==> src/rtl/sertx_pkg.sv <==
// Package: shared types for the double-buffered serial transmitter.
// Assumes: nothing beyond IEEE 1800-2017.
package sertx_pkg;

    // Shifter state: idle, loaded and waiting for the first tick, or shifting.
    typedef enum logic [1:0] {
        TX_IDLE  = 2'd0,
        TX_ARMED = 2'd1,
        TX_RUN   = 2'd2
    } tx_state_e;

endpackage

==> src/rtl/sertx_hold.sv <==
// Module: sertx_hold
// Keeps the one pending character. A write overwrites it and marks it
// pending. A move into the shifter clears the pending mark unless a write
// arrives in the same cycle.
// Assumes: load is asserted only while pend_o is 1.
module sertx_hold #(
    parameter int DATA_W = 8
) (
    input  logic              clk,
    input  logic              rst_n,
    input  logic              wr_stb,
    input  logic [DATA_W-1:0] wr_data,
    input  logic              load,
    output logic              pend_o,
    output logic [DATA_W-1:0] data_o
);

    logic              pend_q;
    logic [DATA_W-1:0] data_q;

    // Capture written data and track whether a character waits.
    always_ff @(posedge clk) begin
        if (!rst_n) begin
            pend_q <= 1'b0;
            data_q <= '0;
        end else if (wr_stb) begin
            pend_q <= 1'b1;
            data_q <= wr_data;
        end else if (load) begin
            pend_q <= 1'b0;
        end
    end

    assign pend_o = pend_q;
    assign data_o = data_q;

    AST_PEND_HOLD: assert property (@(posedge clk) disable iff (!rst_n)
        (pend_q && !load && !wr_stb) |=> (pend_q && $stable(data_q)));

    AST_WR_PENDS: assert property (@(posedge clk) disable iff (!rst_n)
        wr_stb |=> pend_q);

endmodule

==> src/rtl/sertx_shift.sv <==
// Module: sertx_shift
// Builds a frame from the pending character and shifts it onto the line,
// one bit per baud tick. It reloads from the holding register either at
// once when idle, or on the tick that ends the stop bit.
// Assumes: baud_tick lasts one cycle; nine_mode changes only while idle.
module sertx_shift
    import sertx_pkg::*;
#(
    parameter int DATA_W = 8
) (
    input  logic              clk,
    input  logic              rst_n,
    input  logic              en,
    input  logic              tick,
    input  logic              nine_mode,
    input  logic              bit8,
    input  logic              pend,
    input  logic [DATA_W-1:0] data,
    output logic              load,
    output logic              done_evt,
    output logic              line
);

    localparam int FRAME_W = DATA_W + 3;
    localparam int CW      = $clog2(FRAME_W + 1);
    localparam logic [CW-1:0] LEN_STD  = CW'(DATA_W + 2);
    localparam logic [CW-1:0] LEN_WIDE = CW'(DATA_W + 3);

    tx_state_e          st_q;
    logic [FRAME_W-1:0] sr_q;
    logic [CW-1:0]      cnt_q;
    logic [CW-1:0]      len_q;
    logic               line_q;

    logic [FRAME_W-1:0] frame;
    logic [CW-1:0]      frame_len;
    logic               end_tick;

    // Assemble the next frame: start low, data, optional ninth bit, stop high.
    always_comb begin
        frame              = '1;
        frame[0]           = 1'b0;
        frame[DATA_W:1]    = data;
        frame[DATA_W+1]    = nine_mode ? bit8 : 1'b1;
        frame_len          = nine_mode ? LEN_WIDE : LEN_STD;
    end

    // Find the tick that ends the stop bit and decide on a reload.
    always_comb begin
        end_tick = en && tick && (st_q == TX_RUN) && (cnt_q == len_q);
        load     = en && pend && ((st_q == TX_IDLE) || end_tick);
        done_evt = end_tick && !pend;
    end

    // Sequence loading and shifting of the frame.
    always_ff @(posedge clk) begin
        if (!rst_n) begin
            st_q   <= TX_IDLE;
            sr_q   <= '1;
            cnt_q  <= '0;
            len_q  <= LEN_STD;
            line_q <= 1'b1;
        end else if (!en) begin
            st_q   <= TX_IDLE;
            cnt_q  <= '0;
            line_q <= 1'b1;
        end else if (load && (st_q == TX_IDLE)) begin
            st_q  <= TX_ARMED;
            sr_q  <= frame;
            cnt_q <= '0;
            len_q <= frame_len;
        end else if (load) begin
            st_q   <= TX_RUN;
            line_q <= frame[0];
            sr_q   <= {1'b1, frame[FRAME_W-1:1]};
            cnt_q  <= CW'(1);
            len_q  <= frame_len;
        end else if (end_tick) begin
            st_q   <= TX_IDLE;
            line_q <= 1'b1;
        end else if (tick && (st_q != TX_IDLE)) begin
            st_q   <= TX_RUN;
            line_q <= sr_q[0];
            sr_q   <= {1'b1, sr_q[FRAME_W-1:1]};
            cnt_q  <= cnt_q + CW'(1);
        end
    end

    assign line = line_q;

    AST_IDLE_HIGH: assert property (@(posedge clk) disable iff (!rst_n)
        (st_q == TX_IDLE) |-> line_q);

    AST_START_LOW: assert property (@(posedge clk) disable iff (!rst_n)
        (en && tick && st_q == TX_ARMED) |=> !line_q);

    AST_OFF_QUIET: assert property (@(posedge clk) disable iff (!rst_n)
        !en |=> (line_q && st_q == TX_IDLE));

    AST_NO_EARLY_RELOAD: assert property (@(posedge clk) disable iff (!rst_n)
        (st_q == TX_RUN && !(tick && cnt_q == len_q)) |-> !load);

    AST_B2B_START: assert property (@(posedge clk) disable iff (!rst_n)
        (load && st_q == TX_RUN) |=> (!line_q && st_q == TX_RUN));

endmodule

==> src/rtl/sertx_flags.sv <==
// Module: sertx_flags
// Keeps the status flags that software sees. The empty flag clears on a
// write and sets on a move. The complete flag sets when a frame ends with
// nothing pending and clears on a clear strobe or a move.
// Assumes: done_evt and load are never both asserted.
module sertx_flags (
    input  logic clk,
    input  logic rst_n,
    input  logic wr_stb,
    input  logic load,
    input  logic done_evt,
    input  logic done_clr,
    output logic empty_flag,
    output logic done_flag
);

    logic empty_q;
    logic done_q;

    // Empty flag: a write has priority over a move in the same cycle.
    always_ff @(posedge clk) begin
        if (!rst_n) begin
            empty_q <= 1'b1;
        end else if (wr_stb) begin
            empty_q <= 1'b0;
        end else if (load) begin
            empty_q <= 1'b1;
        end
    end

    // Complete flag: the end-of-frame event has priority over clears.
    always_ff @(posedge clk) begin
        if (!rst_n) begin
            done_q <= 1'b0;
        end else if (done_evt) begin
            done_q <= 1'b1;
        end else if (done_clr || load) begin
            done_q <= 1'b0;
        end
    end

    assign empty_flag = empty_q;
    assign done_flag  = done_q;

    AST_WR_EMPTY: assert property (@(posedge clk) disable iff (!rst_n)
        wr_stb |=> !empty_q);

    AST_MOVE_EMPTY: assert property (@(posedge clk) disable iff (!rst_n)
        (load && !wr_stb) |=> empty_q);

    AST_DONE_CLR: assert property (@(posedge clk) disable iff (!rst_n)
        ((done_clr || load) && !done_evt) |=> !done_q);

    AST_DONE_SET: assert property (@(posedge clk) disable iff (!rst_n)
        done_evt |=> done_q);

endmodule

==> src/rtl/sertx_dbuf.sv <==
// Module: sertx_dbuf (top)
// Double-buffered asynchronous serial transmitter. It connects the holding
// register, the frame shifter and the status flags.
// Assumes: baud_tick comes from an external rate generator in this clock
// domain, one cycle wide.
module sertx_dbuf #(
    parameter int DATA_W = 8
) (
    input  logic              clk,
    input  logic              rst_n,
    input  logic              tx_en,
    input  logic              nine_mode,
    input  logic              wr_stb,
    input  logic [DATA_W-1:0] wr_data,
    input  logic              ctl_bit8,
    input  logic              baud_tick,
    input  logic              done_clr,
    output logic              tx_line,
    output logic              tx_oe,
    output logic              empty_flag,
    output logic              done_flag
);

    logic              pend;
    logic [DATA_W-1:0] hold_data;
    logic              load;
    logic              done_evt;

    sertx_hold #(.DATA_W(DATA_W)) hold_i (
        .clk     (clk),
        .rst_n   (rst_n),
        .wr_stb  (wr_stb),
        .wr_data (wr_data),
        .load    (load),
        .pend_o  (pend),
        .data_o  (hold_data)
    );

    sertx_shift #(.DATA_W(DATA_W)) shift_i (
        .clk       (clk),
        .rst_n     (rst_n),
        .en        (tx_en),
        .tick      (baud_tick),
        .nine_mode (nine_mode),
        .bit8      (ctl_bit8),
        .pend      (pend),
        .data      (hold_data),
        .load      (load),
        .done_evt  (done_evt),
        .line      (tx_line)
    );

    sertx_flags flags_i (
        .clk        (clk),
        .rst_n      (rst_n),
        .wr_stb     (wr_stb),
        .load       (load),
        .done_evt   (done_evt),
        .done_clr   (done_clr),
        .empty_flag (empty_flag),
        .done_flag  (done_flag)
    );

    // Drive the output only while enabled.
    assign tx_oe = tx_en;

    AST_EMPTY_MATCH: assert property (@(posedge clk) disable iff (!rst_n)
        empty_flag == !pend);

endmodule

==> config.mk <==
export PLATFORM = sky130hd
export DESIGN_NAME = sertx_dbuf
export DESIGN_NICKNAME = d
export VERILOG_FILES = /design/src/rtl/sertx_pkg.sv /design/src/rtl/sertx_hold.sv /design/src/rtl/sertx_shift.sv /design/src/rtl/sertx_flags.sv /design/src/rtl/sertx_dbuf.sv
export SDC_FILE = /design/constraint.sdc
export NUM_CORES = 1
export LEC_CHECK = 0
export ABC_CLOCK_PERIOD_IN_PS = 2000
export BUFFER_PORTS_ARGS = -buffer_cell sky130_fd_sc_hd__clkbuf_2
export CAP_MARGIN = 20
export CORE_ASPECT_RATIO = 2
export CORE_UTILIZATION = 40
export CTS_CLUSTER_SIZE = 25
export DETAILED_ROUTE_END_ITERATION = 6
export SYNTH_ARGS = -nofsm -noshare
export SYNTH_HDL_FRONTEND = slang
export SYNTH_HIERARCHICAL = 1
export SYNTH_SLANG_ARGS = --single-unit
==> constraint.sdc <==
create_clock -name clk -period 2 [get_ports clk]
set_clock_uncertainty 0.1 [all_clocks]
set_input_delay 0.2 -clock clk [delete_from_list [all_inputs] [get_ports clk]]
set_output_delay 0.2 -clock clk [all_outputs]
set_load 0.005 [all_outputs]
# After elaboration in Yosys (flattened, before gate mapping)
# Cells that the tools add are included.
# word_totals
ff_bits,33
latch_bits,0
ram_bits,0
rom_bits,0
inputBits,16
output_inout_bits,4
elab_cells,72
memories,0
# classes
n_addsub,1
multipliers,0
div,0
order_cmp,0
n_eq_ne,4
shifts,0
mux,24
bitwise_logic,4
n_reduce_logical,28
# ops
cell,n
$mux W11,4
$mux W1,15
$reduce_and A2 Y1,5
$reduce_bool A2 Y1,5
$logic_and A1 B1 Y1,8
$mux W4,2
$mux W2,3
$reduce_bool A3 Y1,2
$add A4 B1 Y4 const B,1
$eq A4 B4 Y1,1
$not A1 Y1,4
$reduce_bool A4 Y1,1
$reduce_or A4 Y1,1
$ne A3 B2 Y1 const B,1
$reduce_and A3 Y1,1
$reduce_or A3 Y1,1
$eq A2 B2 Y1 const B,1
$logic_not A2 Y1,1
$logic_or A1 B1 Y1,2
$ne A2 B1 Y1 const B,1
$logic_not A1 Y1,1

# Longest topological paths before layout
# depth
depth_word,8
ltp_mapped,6
ltp_nobuf,5

# Cells and area by module
# Netlist, hierarchy kept.
# by_module_without_submodules
module,instances,cells_per_inst,area_each_um2,seq_area_each_um2
sertx_shift,1,133,1079.8,360.3
sertx_hold,1,28,335.3,180.2
sertx_flags,1,6,68.8,40.0
sertx_dbuf,1,1,7.5,0.0

# Worst setup path after synthesis
# Ideal clock, no wire load.
# synth_timing
path_type,reg2reg
from,reg shift_i.st_q[0]
to,reg shift_i.sr_q[3]
setup_time_ns,0.143
arrival_ns,1.528
t_required_ns,1.757
slack_ns,0.229
stages_incl_launch_ff,6
path_buffers,1
period_less_slack_ns,1.771
cell_sequence,dfxtp_1 > nand3b_1 > or4_1 > buf_4 > a211oi_2 > o311ai_1
# synth_via
elab_chain_cells,8
word_cells_on_any_way,14
cone_classes,eq/ne (2); mux (2); reduce/logical (10)
# synth_lines
element,line,text
start: declaration,sertx_shift.sv:29,tx_state_e st_q;
start signal: assignment,sertx_shift.sv:58,st_q <= TX_IDLE;
start signal: assignment,sertx_shift.sv:64,st_q <= TX_IDLE;
start signal: assignment,sertx_shift.sv:68,st_q <= TX_ARMED;
$eq A2 B2 Y1,sertx_shift.sv:50,end_tick = en && tick && (st_q == TX_RUN) && (cnt_q == len_q);
$logic_and A1 B1 Y1 (2 in series),sertx_shift.sv:50,
$logic_or A1 B1 Y1,sertx_shift.sv:51,load = en && pend && ((st_q == TX_IDLE) || end_tick);
$logic_and A1 B1 Y1,sertx_shift.sv:51,
$logic_and A1 B1 Y1,sertx_shift.sv:67,end else if (load && (st_q == TX_IDLE)) begin
$ne A3 B2 Y1 (no source line) / $reduce_bool A3 Y1 (equally long branches),n/a,
$reduce_and A3 Y1 (no source line),n/a,
end signal: assignment,sertx_shift.sv:69,sr_q <= frame;
end signal: assignment,sertx_shift.sv:75,"sr_q <= {1'b1, frame[FRAME_W-1:1]};"
end signal: assignment,sertx_shift.sv:84,"sr_q <= {1'b1, sr_q[FRAME_W-1:1]};"
end: declaration,sertx_shift.sv:30,logic [FRAME_W-1:0] sr_q;
# Several ways; a longest one is shown, not always the timed one.
# A chain may end at the register's enable or synchronous reset.

# Worst setup path after layout
# layout_timing
from,reg shift_i.st_q[1]
to,reg hold_i.pend_q (netlist: hold_i/pend_o)
# layout_via
elab_chain_cells,6
word_cells_on_any_way,7
cone_classes,eq/ne (1); reduce/logical (6)
# layout_lines
element,line,text
$eq A2 B2 Y1,sertx_shift.sv:50,
$logic_and A1 B1 Y1 (2 in series),sertx_shift.sv:50,
$logic_or A1 B1 Y1 *,sertx_shift.sv:51,
$logic_and A1 B1 Y1 *,sertx_shift.sv:51,
net load,sertx_dbuf.sv:26,logic load;
$reduce_bool A2 Y1 (no source line) *,n/a,
end signal: assignment,sertx_hold.sv:24,pend_q <= 1'b0;
end signal: assignment,sertx_hold.sv:27,pend_q <= 1'b1;
end signal: assignment,sertx_hold.sv:30,pend_q <= 1'b0;
end: declaration,sertx_hold.sv:18,logic pend_q;
# Mark *: on every way through the listed nets, which the timed path passes. The rest lies on a longest branch.

==> impl_metrics.ini <==
[critical_path]
arrival_ns = 1.97
cp_top_family = simple AND/OR/NAND/NOR gates
path_depth = 6
slowest_stage = or4_1
max_stage_delay_ns = 0.52
r2r_setup_slack_ns = 0.11
rr_worst_depth = 6
cp-start-kind = register
critPathKind = reg2reg
required_ns = 2.07
cp-end-kind = register
cp.buffers_inverters = 1
crit_chain = nand3b_1 -> or4_1 -> buf_4 -> nand2_1 -> nor2b_1 -> o21a_1
critPathMaxFanout = 10

[placement]
routabilityCongestion = 0.876
hpwl_mm = 2.74
io_buffers = 19
place_ws_ns = 0.0456
place_area_um2 = 1710

[clocking]
ctsHoldBuffers = 0
clock-root-buffer = clkbuf_8
htree_levels = 2
clk_latency_ns = 0.27
numClockSinks = 29
cts_inserted_buffers = 5
clock_path_buffers = 2
cts_tree = yes
clkSlewWorstSetupHoldPaths_ns = 0.07

[route]
drt-total-wl_mm = 3.66
final_antenna_net_count = 0
drcViolationCount = 0
drtIter0Drc = 44
num_vias = 1391
via_per_inst = 5.65
dr.pass1.iters = 4
drt-wirelength-per-cell_um = 14.9

[sta]
finalHoldViolCount = 0
rsz0062_at_grt = false
tightestPinTransition_ns = 0.513
timing.fmax_ghz = 0.528
slew_headroom_pct = 65.5
min_period_ns = 1.89
period_share_pct = 94.7
post-route-worst-setup-slack_ns = 0.106
holdWs_ns = 0.0785
setup-tns-final_ns = 0
setup_violations = 0
maxSlewViolCount = 0

[global_route]
grt_max_degree = 22
track_usage_pct = 21.0
grt_pass1_wl_mm = 6.03
grt_overflow = 0
antenna_found_initial = 0
grt_pass1_vias = 1344

[synth]
synth_compound_area_share_pct = 23.0
syn-cell-area_um2 = 1490
ys_ff_latch = 29
synth_xor_area_share_pct = 1.17
synth_area_per_cell_um2 = 8.88
synth_ff_type = dfxtp_1
synth_nets = 185
yosysWarnings = 6
synth-simple-area-share_pct = 25.2
synth_top_family_by_area = simple AND/OR/NAND/NOR gates
synthCells = 168
synth.yosys.seq_area_share_pct = 38.9
synth-adder-area-share_pct = 0.839
synth_mux_area_share_pct = 5.37
ys_types = 40
synth_edf_count = 0
synthArstFlopShare_pct = 0

[worst_hold_path]
hold_depth = 3
hp-class = in2reg

[pwr]
powerDensity_nw_per_um2 = 767
leakagePower_nw = 0.714
power.total_mw = 1.41
ir_worst_vdd_v = 0.000664

[run_status]
outcome = complete, no violations

[finish]
synthToLayoutAreaGrowth_pct = 23.2
final_layout_size_suffix_gt1_share_pct = 26.9
final_cell_area_um2 = 1840
layout.nets = 213
n_antenna_cell = 0

[floorplan]
io_pins = 20
fp.dieArea_um2 = 3990
fp.dieH_um = 88.4
core_area_um2 = 3610
die_x_um = 45.2
initial_core_util_pct = 41.3
row_count = 31

[flow_run]
maxCapViolations = 0
-- placed cells by master, fill, tap and decap left out, types with 2 or more instances in the layout --
| cell type | count |
|---|---|
| o21ai_0 | 12 |
| nor2b_1 | 10 |
| clkbuf_2 | 19 |
| mux2i_1 | 8 |
| a211oi_2 | 7 |
| a21oi_1 | 3 |
| o311ai_1 | 8 |
| or4_1 | 2 |
| nand3b_1 | 4 |
| dfxtp_1 | 29 |
| nand2b_1 | 2 |
| inv_1 | 3 |
| buf_4 | 15 |
| nand4_1 | 8 |
| o21a_1 | 3 |
| nor2_1 | 14 |
| nand3_1 | 2 |
| nor3_1 | 5 |
| nand2_1 | 6 |
| nor4_1 | 9 |
| clkbuf_8 | 6 |
-- cells in the mapped netlist, drive strengths merged, types with 2 or more instances --
master | instances | area [um2]
a211oi | 8 | 95.1
a21oi | 3 | 15.0
buf | 6 | 41.3
clkbuf | 8 | 30.0
dfxtp | 29 | 581
inv | 3 | 11.3
mux2i | 8 | 80.1
nand2 | 6 | 22.5
nand2b | 2 | 12.5
nand3 | 2 | 10.0
nand3b | 4 | 30.0
nand4 | 8 | 50.1
nor2 | 14 | 52.6
nor2b | 10 | 62.6
nor3 | 5 | 25.0
nor3b | 2 | 20.0
nor4 | 9 | 56.3
o21a | 3 | 22.5
o21ai | 13 | 65.1
o311ai | 8 | 70.1
or2 | 2 | 12.5
or4 | 2 | 15.0
xor2 | 2 | 17.5
-- per-stage QoR --
step,cells,utilization (%)
finish,246,50.9
floorplan,168,-
global route,246,50.9
global placement,238,47.4
CTS,246,50.7
detailed placement,238,47.4
-- final timing paths --
kind / start / to
worst max-delay path: shift_i/st_q[1] / hold_i/pend_o
worst min-delay path: wr_data[5] / hold_i/data_o[5]
worst max register to register: shift_i/st_q[1] / hold_i/pend_o
worst min register to register: shift_i/cnt_q[2] / shift_i/cnt_q[2]
-- cell type report --
type	count	area [um2]
fill	353	1770
multi-input combinational	122	836
sequential	29	581
timing repair buffer	35	228
clock buffer	6	82.6
tap	49	61.3
clock inverter	2	37.5
inverter	3	11.3
-- cells by family after synthesis --
logic type,Yosys count
flip-flops,29
multiplexers,8
adder cells (fa/ha/maj),1
XOR/XNOR,2
AND/OR/NAND/NOR,67
AO/OA/AOI/OAI,44
buffers and inverters,17
-- registers in the layout (all words and copies together) (netlist names) --
signal              count
hold_i/data_o           8
flags_i/done_flag       1
shift_i/len_q           1
flags_i/empty_flag      1
shift_i/st_q            2
shift_i/cnt_q           4
shift_i/sr_q           10
hold_i/pend_o           1
shift_i/line            1
-- power by group --
group / internal, mW / leakage (nW) / switching [mW] / total [mW]
clock network: 0.405 / 0.0574 / 0.224 / 0.628
registers: 0.605 / 0.238 / 0.0209 / 0.626
logic: 0.0731 / 0.418 / 0.0822 / 0.155
-- routing by layer --
metal	vias to the layer above	track usage, %	wire length, um
met5	-	0	0
li1	686	-	-
met2	35	38.9	2000
met3	8	3.88	105
met1	662	20.8	1490
met4	0	11.0	76
-- worst reg2reg max path: stages, from the launching register on --
cell      delay (ns)
dfxtp_1         0.43
nand3b_1        0.16
or4_1           0.52
buf_4           0.21
nand2_1         0.16
nor2b_1         0.07
o21a_1          0.16
-- repair_timing --
action / 4_1_cts / 5_1_grt
setup endpoints to repair: 0 / 8
setup buffers: 0 / 0
gates resized for setup: 0 / 2
Note: power is estimated with default switching activity, not from simulation.
